===== src/rtl/fho_pkg.sv =====
package fho_pkg;

    typedef enum logic [1:0] {
        PH_EXEC    = 2'd0,
        PH_TO_FIX  = 2'd1,
        PH_FIX     = 2'd2,
        PH_TO_EXEC = 2'd3
    } phase_e;

    typedef struct packed {
        logic exec_halt;
        logic exec_bus_en;
        logic fix_halt;
        logic fix_bus_en;
    } bus_ctl_t;

    function automatic bus_ctl_t ctl_for(phase_e ph);
        bus_ctl_t c;
        c.exec_bus_en = (ph == PH_EXEC);
        c.exec_halt   = (ph != PH_EXEC);
        c.fix_bus_en  = (ph == PH_FIX);
        c.fix_halt    = (ph != PH_FIX);
        return c;
    endfunction

endpackage


===== src/rtl/fho_done_decode.sv =====
module fho_done_decode #(
    parameter int unsigned          ADDR_W    = 24,
    parameter logic [ADDR_W-1:0]    CTRL_ADDR = '1
) (
    input  logic              wr_en,
    input  logic [ADDR_W-1:0] wr_addr,
    output logic              done
);
    assign done = wr_en && (wr_addr == CTRL_ADDR);
endmodule


===== src/rtl/fho_addr_latch.sv =====
module fho_addr_latch #(
    parameter int unsigned ADDR_W = 24
) (
    input  logic              clk,
    input  logic              rst,
    input  logic              capture,
    input  logic [ADDR_W-1:0] addr_in,
    output logic [ADDR_W-1:0] addr_q
);
    always_ff @(posedge clk) begin
        if (rst)          addr_q <= '0;
        else if (capture) addr_q <= addr_in;
    end

    // the address holds unless a fault is accepted
    p_addr_hold_r6: assert property (@(posedge clk) disable iff (rst)
        !capture |=> $stable(addr_q));
endmodule


===== src/rtl/fho_sequencer.sv =====
module fho_sequencer
    import fho_pkg::*;
(
    input  logic   clk,
    input  logic   rst,
    input  logic   fault,
    input  logic   done,
    output phase_e phase_q,
    output logic   accept,
    output logic   err_q
);
    phase_e phase_d;

    assign accept = fault && (phase_q == PH_EXEC);

    always_comb begin
        phase_d = phase_q;
        unique case (phase_q)
            PH_EXEC:    if (fault) phase_d = PH_TO_FIX;
            PH_TO_FIX:  phase_d = PH_FIX;
            PH_FIX:     if (done)  phase_d = PH_TO_EXEC;
            PH_TO_EXEC: phase_d = PH_EXEC;
            default:    phase_d = PH_EXEC;
        endcase
    end

    always_ff @(posedge clk) begin
        if (rst) begin
            phase_q <= PH_EXEC;
            err_q   <= 1'b0;
        end else begin
            phase_q <= phase_d;
            if (fault && (phase_q != PH_EXEC)) err_q <= 1'b1;
        end
    end

    // error flag is sticky
    p_err_sticky_r7: assert property (@(posedge clk) disable iff (rst)
        err_q |=> err_q);
    // a fault outside the running phase sets the flag
    p_err_set_r7: assert property (@(posedge clk) disable iff (rst)
        (fault && phase_q != PH_EXEC) |=> err_q);
    // completion outside the fixer phase does not start a hand-back
    p_done_ignored_r8: assert property (@(posedge clk) disable iff (rst)
        (done && phase_q == PH_EXEC && !fault) |=> (phase_q == PH_EXEC));
endmodule


===== src/rtl/fault_handoff_ctrl.sv =====
module fault_handoff_ctrl
    import fho_pkg::*;
#(
    parameter int unsigned       ADDR_W    = 24,
    parameter logic [ADDR_W-1:0] CTRL_ADDR = 24'hFF_F000
) (
    input  logic              clk,
    input  logic              rst,
    input  logic              xlat_fault,
    input  logic [ADDR_W-1:0] fault_addr_in,
    input  logic              fix_wr_en,
    input  logic [ADDR_W-1:0] fix_wr_addr,
    output logic              exec_halt,
    output logic              exec_bus_en,
    output logic              fix_halt,
    output logic              fix_bus_en,
    output logic [ADDR_W-1:0] latched_addr,
    output logic              fault_err,
    output logic [1:0]        phase
);
    logic     done;
    logic     accept;
    phase_e   phase_q;
    bus_ctl_t ctl;

    fho_done_decode #(.ADDR_W(ADDR_W), .CTRL_ADDR(CTRL_ADDR)) u_dec (
        .wr_en   (fix_wr_en),
        .wr_addr (fix_wr_addr),
        .done    (done)
    );

    fho_sequencer u_seq (
        .clk     (clk),
        .rst     (rst),
        .fault   (xlat_fault),
        .done    (done),
        .phase_q (phase_q),
        .accept  (accept),
        .err_q   (fault_err)
    );

    fho_addr_latch #(.ADDR_W(ADDR_W)) u_latch (
        .clk     (clk),
        .rst     (rst),
        .capture (accept),
        .addr_in (fault_addr_in),
        .addr_q  (latched_addr)
    );

    assign ctl         = ctl_for(phase_q);
    assign exec_halt   = ctl.exec_halt;
    assign exec_bus_en = ctl.exec_bus_en;
    assign fix_halt    = ctl.fix_halt;
    assign fix_bus_en  = ctl.fix_bus_en;
    assign phase       = phase_q;

    // a fault while the executor owns the bus freezes it next cycle
    p_fault_freeze_r2: assert property (@(posedge clk) disable iff (rst)
        (xlat_fault && exec_bus_en) |=> (exec_halt && !exec_bus_en && !fix_bus_en));
    // the fixer gets the bus right after the dead cycle
    p_fixer_release_r3: assert property (@(posedge clk) disable iff (rst)
        (exec_halt && fix_halt && phase == 2'd1) |=> (fix_bus_en && !fix_halt && exec_halt));
    // completion hands the bus back through one dead cycle
    p_handback_r4: assert property (@(posedge clk) disable iff (rst)
        (fix_bus_en && done) |=> (!fix_bus_en && !exec_bus_en && fix_halt) ##1 (exec_bus_en && !exec_halt));
    // never both drivers enabled
    p_mutex_r5: assert property (@(posedge clk) disable iff (rst)
        !(exec_bus_en && fix_bus_en));
    // dead cycle before each new owner
    p_dead_fix_r5: assert property (@(posedge clk) disable iff (rst)
        $rose(fix_bus_en) |-> !$past(exec_bus_en));
    p_dead_exec_r5: assert property (@(posedge clk) disable iff (rst)
        $rose(exec_bus_en) |-> !$past(fix_bus_en));
endmodule


===== config.mk =====
export PLATFORM = sky130hd
export DESIGN_NAME = fault_handoff_ctrl
export DESIGN_NICKNAME = d
export VERILOG_FILES = /design/src/rtl/fho_pkg.sv /design/src/rtl/fho_done_decode.sv /design/src/rtl/fho_addr_latch.sv /design/src/rtl/fho_sequencer.sv /design/src/rtl/fault_handoff_ctrl.sv
export SDC_FILE = /design/constraint.sdc
export NUM_CORES = 1
export LEC_CHECK = 0
export ABC_AREA = 0
export CORE_UTILIZATION = 32
export CTS_BUF_LIST = sky130_fd_sc_hd__clkbuf_4
export CTS_CLUSTER_SIZE = 12
export DETAILED_ROUTE_END_ITERATION = 16
export HOLD_SLACK_MARGIN = 0.05
export PLACE_DENSITY = 0.78
export SETUP_SLACK_MARGIN = 0.5
export SYNTH_ARGS = -nofsm -noshare
export SYNTH_HDL_FRONTEND = slang
export SYNTH_HIERARCHICAL = 1
export SYNTH_SLANG_ARGS = --single-unit

===== constraint.sdc =====
create_clock -name clk -period 1.7 [get_ports clk]
set_clock_uncertainty 0.2 [all_clocks]
set_input_delay 0.51 -clock clk [delete_from_list [all_inputs] [get_ports clk]]
set_output_delay 0.51 -clock clk [all_outputs]
set_load 0.1 [all_outputs]

; ---- Word level (Yosys, flattened, before mapping)
; Index checks and enable logic that the tools add are counted.
[word_totals]
regBits = 27
latchBits = 0
ram_bits = 0
rom_bits = 0
output_inout_bits = 31
word_cells = 19
mem_count = 0
[op_classes]
n_addsub = 0
mul = 0
n_div = 0
order_cmp = 0
n_eq_ne = 7
shifts = 0
mux = 3
bitwise = 0
reduce_logical = 6
[ops]
columns = op, count
row1 = $eq A24 B24 Y1 const B, 1
row2 = $pmux W2 S4, 1
row3 = $eq A2 B2 Y1 const B, 2
row4 = $mux W2, 2
row5 = $ne A2 B2 Y1 const B, 2
row6 = $logic_and A1 B1 Y1, 3
row7 = $eq A2 B1 Y1 const B, 1
row8 = $logic_not A2 Y1, 1
row9 = $ne A2 B1 Y1 const B, 1
row10 = $reduce_and A2 Y1, 1
row11 = $reduce_bool A2 Y1, 1

; ---- Longest topological paths before layout
; Gate-level depths: netlist of the first run.
[logic_depth]
ltp_word = 4
mapped_depth = 7

; ---- Hierarchy
; Netlist of the first run, hierarchy kept.
[modules_own_cells]
columns = module, n_inst, cells_each, area_per_inst_um2, seq_area_each_um2
row1 = fho_addr_latch, 1, 77, 869.6, 480.5
row2 = fho_sequencer, 1, 18, 163.9, 60.1
row3 = fho_done_decode, 1, 9, 87.6, 0.0
row4 = fault_handoff_ctrl, 1, 4, 25.0, 0.0

; ---- Worst setup path before layout of the first run
; OpenSTA, ideal clock, no wires.
[synth_path]
kind = flip-flop to output port
start = reg u_seq.phase_q[1]
end = out exec_bus_en
arrival_time_ns = 2.111
slack_ns = -1.121
path_stages_with_launch = 2
n_path_buf = 0
cell_sequence = dfxtp_1 > nor2_1
[synth_between]
elab_chain_cells = 1
[synth_lines]
columns = element, line
row1 = "start, declared", fho_sequencer.sv:8  ; output phase_e phase_q,
row2 = "start signal, assigned", fho_sequencer.sv:32  ; phase_q <= phase_d;
row3 = $logic_not A2 Y1, fho_pkg.sv:19  ; c.exec_bus_en = (ph == PH_EXEC);
row4 = "end, declared", fault_handoff_ctrl.sv:14  ; output logic exec_bus_en,
; Every way passes these cells.

; ---- Worst setup path in the final report of the first run
[layout_path]
start = reg u_seq.phase_q[0]
end = out exec_halt
[layout_between]
elab_chain_cells = 1
[layout_lines]
columns = element, line
row1 = $reduce_bool A2 Y1, fho_pkg.sv:20  ; c.exec_halt = (ph != PH_EXEC);
row2 = "end, declared", fault_handoff_ctrl.sv:13  ; output logic exec_halt,
; Every way passes these cells.

==> summary.txt, run 1 <==
Run status
  – Run status: finished with violations
  – Violated checks: negative setup slack

Power and ir drop
  – Sw Share: 48.2%
  – PwrDens: 1800 nW/µm²
  – Internal: 2.54 mW
  – Pleak: roughly 1.2 nW
  – Overall Power: between 4 and 5 mW
  – P_sw: between 2 and 2.5 mW
  – Clk network pwr share: 5.9%
  – Sequential share of power: 20.4%
  – Logic pwr share: 73.7%
  – Worst vdd ir: 1.28 mV

Synth
  – Adder-cell share of the synthesized area: 2.18%
  – Largest family of logic cells by synthesized area: multiplexers
  – Synth async-reset ratio: 0%
  – Yosys warning count: 6
  – Mapped Area: about 1100 µm²
  – Synth Flop Type: dfxtp_1
  – Xor and xnor fraction of the mapped netlist area: 0%
  – Post-synth EDFFs: 0
  – Syn_nets: around 160
  – Cell variety after synth: 22
  – Post-synthesis sequential area ratio: a little under half
  – Mux cell area share after synthesis: 21.8%
  – Compound-cell area share of the yosys netlist: 2.73%
  – Average size of a mapped cell: 10.6 µm²
  – Seq cells post-synth: 27
  – Post-Synthesis Cells: between 100 and 150
  – Simple-gate area share of the yosys netlist: 19.3%

Clock tree
  – TritonCTS clock tree: built
  – Cts bufs inserted: 3
  – Worst-path clk slew: 0.14 ns
  – Clock sink count: 27
  – Worst skew pair latency: 0.31 ns
  – Max H-tree Level: 1
  – CTS root buf: clkbuf_4
  – CTS max path bufs: 2

Setup path
  – Slowest-stage cell, CP: dfxtp_4
  – Crit. End Element: primary output
  – RR Startpoint: u_seq/phase_q[0]
  – Critical Path RT: 0.99 ns
  – Worst Setup Start Kind: register
  – Buf/Inv on CP: 1
  – CP top delay family: flip-flops
  – Crit path cell chain: or2_4 -> buf_12
  – Critical path data arrival time: 1.12 ns
  – CP peak stage delay: 0.39 ns
  – CP max FO: 5
  – Critical path class: register to primary output
  – Crit path launch: u_seq/phase_q[0]

GRT
  – Vias in the first global route: 1,173
  – GRT met2 Usage: 37.0%
  – Gr busiest metal: met2
  – Initial antenna violation count: 0
  – GR Util met3: ~3.7%
  – Global Route Usage Sum: 19.7%
  – GR Overflow Total: 0
  – First-pass GRT wire length: between 5 and 6 mm
  – M1 GR Usage: 21.9%
  – Largest net degree at the start of global routing: 15

Die
  – Initial core utilization: 33.8%
  – Io pins: 83
  – Core ar.: ~3400 µm²
  – Die area: 3820 µm²
  – Std-Cell Rows: 21
  – Die W: 61.8 µm
  – Die Span Y: 61.8 µm

Detailed routing
  – Vias: 1,172
  – Antenna-violating nets left: 0
  – Final WL: 3.69 mm
  – DRC Markers: 0
  – Wirelength per Cell: approximately 14 µm
  – Iter 0 DRT Violations: 38
  – TritonRoute pass-1 iters: 4
  – Via-to-Cell Ratio: 4.60

Finish
  – Share of layout cells above drive strength 1: 53.6%
  – Final Core Density: 80.5%
  – Post-layout net count: 264
  – Area grow syn2layout: 138%
  – Final Non-Filler Cells: about 260
  – Final instance area: 2730 µm²
  – Antenna diodes: 0

Timing
  – RSZ-0062 raised after global routing: true
  – Slew Viols, Final: 0
  – Period utilization: 108%
  – Slew headroom: 84.8%
  – Slew @ Worst Pin: 0.227 ns
  – Final hold vios: 0
  – Fin crit period: around 1.8 ns
  – Final Setup Violations: 7
  – Min setup slack post-route: -0.133 ns
  – Fmax: 545 MHz

Hold path
  – Hold_sp: u_seq/err_q
  – HP Class: register to register

Place
  – I/O Buffers: 82
  – Placed insts: ~240
  – Pre-CTS WS: -0.547 ns
  – Detailed Place HPWL: 2.88 mm
  – Post-DP Area: roughly 2500 µm²
  – RePlAce Congestion: 0.716

Job
  – Maxcap violations: 0
-- tightest hold or removal path, delay by kind of cell (launching register included) --
family             cells  cell delay (ns)
DFF                    1             0.39
and+or+nand+nor        1             0.07
AOI/OAI and AO/OA      1             0.03
-- timing repair --
action	in CTS	in global routing
gates resized for setup	64	7
hold buffers	0	0
gates cloned	2	0
pin swaps	12	5
endpoints found under the setup margin	58	58
setup buffers	10	3
-- registers in the layout, summed over array words and instances, names as in the netlist --
name	cells
u_seq/phase_q	2
u_seq/err_q	1
u_latch/addr_q	24
-- cell usage after synthesis (all sizes together) (2+ instances only) --
master	count	area [µm²]
clkbuf	2	7.51
nand2	2	7.51
nor2	27	101
mux2i	25	250
nor4b	3	45.0
ha	2	25.0
nand4	2	12.5
dfxtp	27	541
buf	3	51.3
inv	5	18.8
-- cells by family after synthesis --
kind of cell | Yosys count
adders and majority gates | 2
muxes | 25
buffers and inverters | 10
DFF | 27
AOI/OAI and AO/OA | 3
and+or+nand+nor | 41
-- path summary, 6_finish.rpt --
check                             to  slack [ns]  depth (start not counted)
setup / recovery           exec_halt       -0.13                          2
hold reg to reg          u_seq/err_q        0.31                          2
hold / removal           u_seq/err_q        0.31                          2
setup reg to reg  u_latch/addr_q[15]       -0.04                          8
-- stage by stage --
| stage | hold WS, ns | TNS (ns) |
|---|---|---|
| finish | 0.314 | -0.514 |
| global route | 0.328 | -1.63 |
| CTS | 0.316 | -0.558 |
| detailed placement | 0.292 | -6.01 |
| global placement | 0.287 | -5.21 |
| floorplan | 0.373 | -0.522 |
-- layout by cell type (no fill, tap or decap), types with 2 or more instances in the layout --
master | Yosys | layout
buf_12 | 2 | 36
dfxtp_4 | 0 | 27
clkdlybuf4s50_1 | 0 | 26
nor2_1 | 27 | 26
mux2i_1 | 25 | 21
dlygate4sd2_1 | 0 | 11
buf_4 | 0 | 9
buf_6 | 1 | 8
buf_2 | 0 | 6
clkbuf_4 | 0 | 4
dlymetal6s2s_1 | 0 | 3
mux2i_2 | 0 | 3
buf_16 | 0 | 2
nor4b_4 | 0 | 2
nand4_1 | 2 | 2
inv_2 | 1 | 2
inv_1 | 4 | 2
nand2_1 | 2 | 2
-- power groups by stage --
stage / Sequential (mW) / Combinational [mW] / Clock (mW)
5_1_grt: 1.02 / 3.74 / 0.318
6_report: 1.00 / 3.62 / 0.290
3_5_place_dp: 1.05 / 3.14 / 0
4_1_cts: 1.00 / 3.53 / 0.299
3_3_place_gp: 1.04 / 3.07 / 0
2_1_floorplan: 1.96 / 1.09 / 0
-- per-layer routing --
| metal | wire [µm] | vias to the layer above |
|---|---|---|
| met5 | 0 | - |
| met4 | 40 | 0 |
| met3 | 176 | 4 |
| met2 | 2080 | 56 |
| met1 | 1390 | 541 |
| li1 | - | 571 |
-- area by class of cell --
| class | instances | area [µm²] |
|---|---|---|
| Fill cell | 193 | 661 |
| Tap cell | 46 | 57.6 |
| Timing Repair Buffer | 102 | 1370 |
| Clock buffer | 4 | 30.0 |
| Multi-Input combinational cell | 71 | 611 |
| Inverter | 5 | 21.3 |
| Sequential cell | 27 | 642 |
Note: power is estimated with default switching activity, not from simulation.
==> run 2: changes to the inputs <==
--- a/config.mk
+++ b/config.mk
@@ -7,7 +7,7 @@
 export LEC_CHECK = 0
 export ABC_AREA = 0
 export CORE_UTILIZATION = 32
-export CTS_BUF_LIST = sky130_fd_sc_hd__clkbuf_4
+export CTS_BUF_LIST = sky130_fd_sc_hd__clkbuf_4 sky130_fd_sc_hd__clkbuf_8
 export CTS_CLUSTER_SIZE = 12
 export DETAILED_ROUTE_END_ITERATION = 16
 export HOLD_SLACK_MARGIN = 0.05
==> constraint.sdc (replaced) <==
create_clock -name clk -period 1.7 [get_ports clk]
set_clock_uncertainty 0.2 [all_clocks]
set_input_delay 0.17 -clock clk [delete_from_list [all_inputs] [get_ports clk]]
set_output_delay 0.17 -clock clk [all_outputs]
set_load 0.1 [all_outputs]
==> summary.txt, run 2 (same netlist as run 1, synthesis figures left out) <==
Run status
  – Run status: finished, final reports clean

Detailed routing
  – Antenna-violating nets left: 0
  – Iter 0 DRT Violations: 24
  – Wirelength per Cell: 13.5 µm
  – TritonRoute pass-1 iters: 4
  – Via-to-Cell Ratio: 4.51
  – Final WL: 3.35 mm
  – DRC Markers: 0
  – Vias: 1,115

Setup path
  – CP peak stage delay: 0.42 ns
  – Crit path cell chain: and2b_2 -> buf_12
  – Critical path data arrival time: 1.14 ns
  – Buf/Inv on CP: 1
  – Critical path class: register to primary output
  – Critical Path RT: 1.33 ns
  – Reg2reg setup slack: 0.22 ns
  – Crit. End Element: primary output
  – Worst Setup Start Kind: register
  – CP top delay family: flip-flops
  – CP max FO: 6
  – Slowest-stage cell, CP: dfxtp_4

Clock tree
  – Worst skew pair latency: between 0.3 and 0.4 ns
  – CTS max path bufs: 2
  – Max H-tree Level: 1
  – Clock sink count: 27
  – Worst-path clk slew: 0.13 ns
  – TritonCTS clock tree: built
  – CTS root buf: clkbuf_4
  – Cts bufs inserted: 3

Timing
  – Final Setup Violations: 0
  – Period utilization: 88.7%
  – Fin crit period: 1.51 ns
  – Slew headroom: 84.3%
  – Slew Viols, Final: 0
  – Fmax: 663 MHz
  – Final hold vios: 0
  – Setup TNS: 0 ns
  – Slew @ Worst Pin: 0.235 ns
  – RSZ-0062 raised after global routing: true

Place
  – Post-DP Area: 2390 µm²
  – Detailed Place HPWL: 2.64 mm
  – RePlAce Congestion: 0.691
  – I/O Buffers: 82
  – Placed insts: between 200 and 250

GRT
  – First-pass GRT wire length: around 4.8 mm
  – Global Route Usage Sum: 17.5%
  – GR Overflow Total: 0
  – Vias in the first global route: 1,125
  – Initial antenna violation count: 0
  – Largest net degree at the start of global routing: 16

Power and ir drop
  – P_sw: 2.31 mW
  – Sequential share of power: 21.5%
  – Clk network pwr share: 5.9%
  – PwrDens: approximately 1800 nW/µm²
  – Sw Share: 50.1%
  – Worst vdd ir: 1.19 mV
  – Logic pwr share: 72.6%
  – Internal: 2.30 mW
  – Pleak: 1.06 nW

Die
  – Core ar.: 3390 µm²
  – Initial core utilization: 33.8%
  – Io pins: between 80 and 90
  – Std-Cell Rows: 21
  – Die W: 61.8 µm
  – Die Span Y: just over 60 µm
  – Die area: 3820 µm²

Finish
  – Max FFs per register: 24
  – Top reg by flops: u_latch/addr_q
  – Commonest non-fill, non-tap cells in the layout: buf_12 (33), clkdlybuf4s50_1 (30), nor2_1 (26)
  – Antenna diodes: 0
  – Top Registers: u_latch/addr_q: 24 flops, u_seq/phase_q: 2 flops, u_seq/err_q: 1 flops
  – Area grow syn2layout: 120%
  – Final instance area: 2520 µm²
  – Share of layout cells above drive strength 1: around half
  – Post-layout net count: 256
  – Final Non-Filler Cells: 247
  – Most common cell after layout, fill and taps aside: buf_12

Job
  – Maxcap violations: 0

Hold path
  – HP Class: input pin to register
==> run 2: cell types whose count changed in the layout (fill, tap and decap cells not counted), sizes merged <==
| cell | change |
|---|---|
| dlygate4sd2 | -1 |
| clkdlybuf4s50 | +4 |
| clkdlybuf4s15 | +1 |
| clkinv | +1 |
| dlymetal6s2s | -3 |
| buf | -9 |
| clkbuf | -1 |
==> run 2: final timing paths <==
path,startpoint,endpoint,depth (start not counted)
worst max register to register,u_seq/phase_q[1],u_latch/addr_q[22],6
worst min register to register,u_seq/err_q,u_seq/err_q,2
worst min-delay path,fix_wr_addr[2],u_seq/phase_q[1],7
worst max-delay path,u_seq/phase_q[0],fix_bus_en,2
==> run 2: timing repair <==
item                                    4_1_cts  5_1_grt
hold endpoints to repair                      0        0
cloned                                        1        0
hold buffers                                  0        0
buffers inserted                              5        2
pin swaps                                    11        2
endpoints found under the setup margin       57       58
resized for setup                            59        5
==> run 2: per-stage QoR <==
step	power [mW]	worst slack [ns]	hold slack, ns	util, %
finish	4.62	0.192	0.219	74.3
global placement	4.03	-0.105	0.292	70.5
detailed placement	4.09	-0.212	0.303	70.5
CTS	4.53	0.179	0.163	73.2
global route	4.79	0.144	0.215	74.3
floorplan	2.98	-0.0140	0.0350	-
==> run 2: metal layers <==
| layer | up-vias | global-route usage, % | routed length (µm) |
|---|---|---|---|
| met1 | 502 | 17.8 | 1220 |
| met4 | 0 | 9.21 | 78 |
| met3 | 8 | 3.11 | 169 |
| met2 | 50 | 33.8 | 1880 |
| met5 | - | 0 | 0 |
| li1 | 555 | - | - |
==> run 2: worst min-delay path, cell delays in order <==
cell	delay [ns]
buf_2	0.09
nor4b_2	0.04
nand4_1	0.08
nor4_2	0.05
inv_1	0.10
a2bb2oi_4	0.08
mux2i_1	0.11
==> run 2: power by group through the flow <==
stage / clock network (mW) / registers [mW] / logic, mW
floorplan: 0 / 1.92 / 1.05
global placement: 0 / 1.00 / 3.03
detailed placement: 0 / 1.02 / 3.07
CTS: 0.286 / 0.986 / 3.26
global route: 0.319 / 1.01 / 3.46
finish: 0.274 / 0.990 / 3.35
==> run 2: area by class of cell <==
type,instances,area (µm²)
tap,46,57.6
inverter,5,26.3
sequential,27,582
clock buffer,3,22.5
fill,234,871
timing repair buffer,94,1240
multi-input combinational,71,588
clock inverter,1,5.00
==> run 3: changes to the inputs <==
--- a/config.mk
+++ b/config.mk
@@ -11,7 +11,7 @@
 export CTS_CLUSTER_SIZE = 12
 export DETAILED_ROUTE_END_ITERATION = 16
 export HOLD_SLACK_MARGIN = 0.05
-export PLACE_DENSITY = 0.78
+export PLACE_DENSITY = 0.79
 export SETUP_SLACK_MARGIN = 0.5
 export SYNTH_ARGS = -nofsm -noshare
 export SYNTH_HDL_FRONTEND = slang
==> summary.txt, run 3 (same netlist as run 1, synthesis figures left out) <==
Run status
  – Run status: finished, final reports clean

Timing
  – Slew Viols, Final: 0
  – Final hold vios: 0
  – Min setup slack post-route: between 0.1 and 0.15 ns
  – Slew headroom: 80.5%
  – Slew @ Worst Pin: 0.292 ns
  – Fmax: 634 MHz
  – RSZ-0062 raised after global routing: true
  – Final Setup Violations: 0
  – Period utilization: 92.8%
  – Fin crit period: ~1.6 ns

Detailed routing
  – Iter 0 DRT Violations: 36
  – DRC Markers: 0
  – Vias: between 1,000 and 1,500
  – TritonRoute pass-1 iters: 4
  – Metal1 wirelength: 1.41 mm
  – Final WL: between 3 and 4 mm
  – Detail Route met3 WL: 165 µm
  – Antenna-violating nets left: 0
  – Highest routed layer: met4
  – Wirelength per Cell: 14.5 µm
  – Met2 WL: 2.09 mm
  – Via-to-Cell Ratio: between 4 and 5

Die
  – Core ar.: 3390 µm²
  – Initial core utilization: 33.8%
  – Die area: 3820 µm²
  – Die W: 61.8 µm
  – Std-Cell Rows: 21
  – Io pins: 83
  – Die Span Y: 61.8 µm

Clock tree
  – CTS max path bufs: 2
  – CTS root buf: clkbuf_4
  – Clock sink count: 27
  – Cts bufs inserted: 3
  – Worst-path clk slew: 0.15 ns
  – TritonCTS clock tree: built
  – Worst skew pair latency: 0.34 ns
  – Max H-tree Level: 1

Setup path
  – Crit. End Element: register
  – CP max FO: 7
  – Critical path data arrival time: 1.63 ns
  – Worst Setup Start Kind: register
  – Critical path class: register to register
  – Critical Path RT: 1.75 ns

Place
  – Detailed Place HPWL: between 2 and 3 mm
  – I/O Buffers: 82
  – Pre-CTS WS: -0.224 ns
  – RePlAce Congestion: 0.697

Finish
  – Top Registers: u_latch/addr_q: 24 flops, u_seq/phase_q: 2 flops, u_seq/err_q: 1 flops
  – Post-layout net count: 265
  – Area grow syn2layout: 131%
  – Commonest non-fill, non-tap cells in the layout: buf_12 (35), clkdlybuf4s50_1 (33), nor2_1 (26)
  – Max FFs per register: 24
  – Antenna diodes: 0
  – Share of layout cells above drive strength 1: 54.8%
  – Most common cell after layout, fill and taps aside: buf_12
  – Top reg by flops: u_latch/addr_q

GRT
  – Vias in the first global route: roughly 1,200
  – Initial antenna violation count: 0
  – Largest net degree at the start of global routing: 22
  – First-pass GRT wire length: approximately 4.8 mm
  – Global Route Usage Sum: 17.3%
  – GR Overflow Total: 0

Power and ir drop
  – Pleak: 1.10 nW
  – Overall Power: around 4.8 mW
  – PwrDens: around 1800 nW/µm²
  – Worst vdd ir: 1.10 mV

Hold path
  – HP Class: input pin to register

Job
  – Maxcap violations: 0
==> run 3: cell count changes in the layout (fill, tap and decap cells not counted), moves of 2 or more <==
cell | previous run | this run
dfxtp_2 | 24 | 22
dfxtp_4 | 3 | 5
buf_4 | 8 | 14
mux2i_2 | 1 | 6
dlygate4sd2_1 | 10 | 6
buf_2 | 5 | 7
buf_12 | 33 | 35
clkbuf_16 | 0 | 2
clkdlybuf4s50_1 | 30 | 33
mux2i_1 | 24 | 19
==> run 3: area by class of cell <==
| class | count | area [µm²] |
|---|---|---|
| timing repair buffer | 103 | 1340 |
| fill | 197 | 742 |
| multi-input combinational | 71 | 609 |
| sequential | 27 | 587 |
| tap | 46 | 57.6 |
| inverter | 5 | 23.8 |
| clock buffer | 3 | 22.5 |
| clock inverter | 1 | 7.51 |
==> run 3: repair_timing <==
item / in CTS / in global routing
cloned: 0 / 2
gates resized for setup: 56 / 14
hold buffers: 0 / 0
pin swaps: 8 / 8
endpoints found under the setup margin: 57 / 58
buffers inserted: 6 / 9
endpoints found under the hold margin: 0 / 0
==> run 3: path summary, 6_finish.rpt <==
kind,startpoint,cells past startpoint,endpoint,slack (ns)
worst max-delay path,u_seq/phase_q[0],6,u_latch/addr_q[5],0.12
worst min-delay path,fix_wr_addr[0],7,u_seq/phase_q[1],0.21
worst max register to register,u_seq/phase_q[0],6,u_latch/addr_q[5],0.12
worst min register to register,u_seq/err_q,2,u_seq/err_q,0.31
==> run 3: layer usage <==
layer / vias to the layer above / GRT usage [%]
li1: 568 / -
met1: 543 / 17.1
met2: 47 / 35.3
met3: 4 / 3.11
met4: 0 / 6.03
met5: - / 0
==> run 3: per-stage QoR <==
stage | TNS (ns) | hold slack (ns) | utilization, % | cells | instance area, µm²
6_report | 0 | 0.214 | 78.1 | 256 | 2650
5_1_grt | 0 | 0.219 | 78.1 | 256 | 2650
4_1_cts | 0 | 0.178 | 73.0 | 245 | 2470
3_5_place_dp | -0.433 | 0.289 | 70.9 | 235 | 2400
3_3_place_gp | -0.200 | 0.290 | 70.9 | 235 | 2400
2_1_floorplan | -0.129 | 0.0350 | - | 108 | 1210
==> run 3: worst max-delay path, stage by stage, from the launching register on <==
cell and delay (ns):
dfxtp_4 0.40, inv_4 0.06, ha_4 0.12, and2_4 0.24, buf_12 0.15, mux2i_2 0.23, nor2_1 0.08
==> run 3: power by group <==
group / internal [mW] / total (mW) / switching (mW)
registers: 0.815 / 0.983 / 0.168
logic: 1.54 / 3.57 / 2.04
clock network: 0.0903 / 0.289 / 0.198
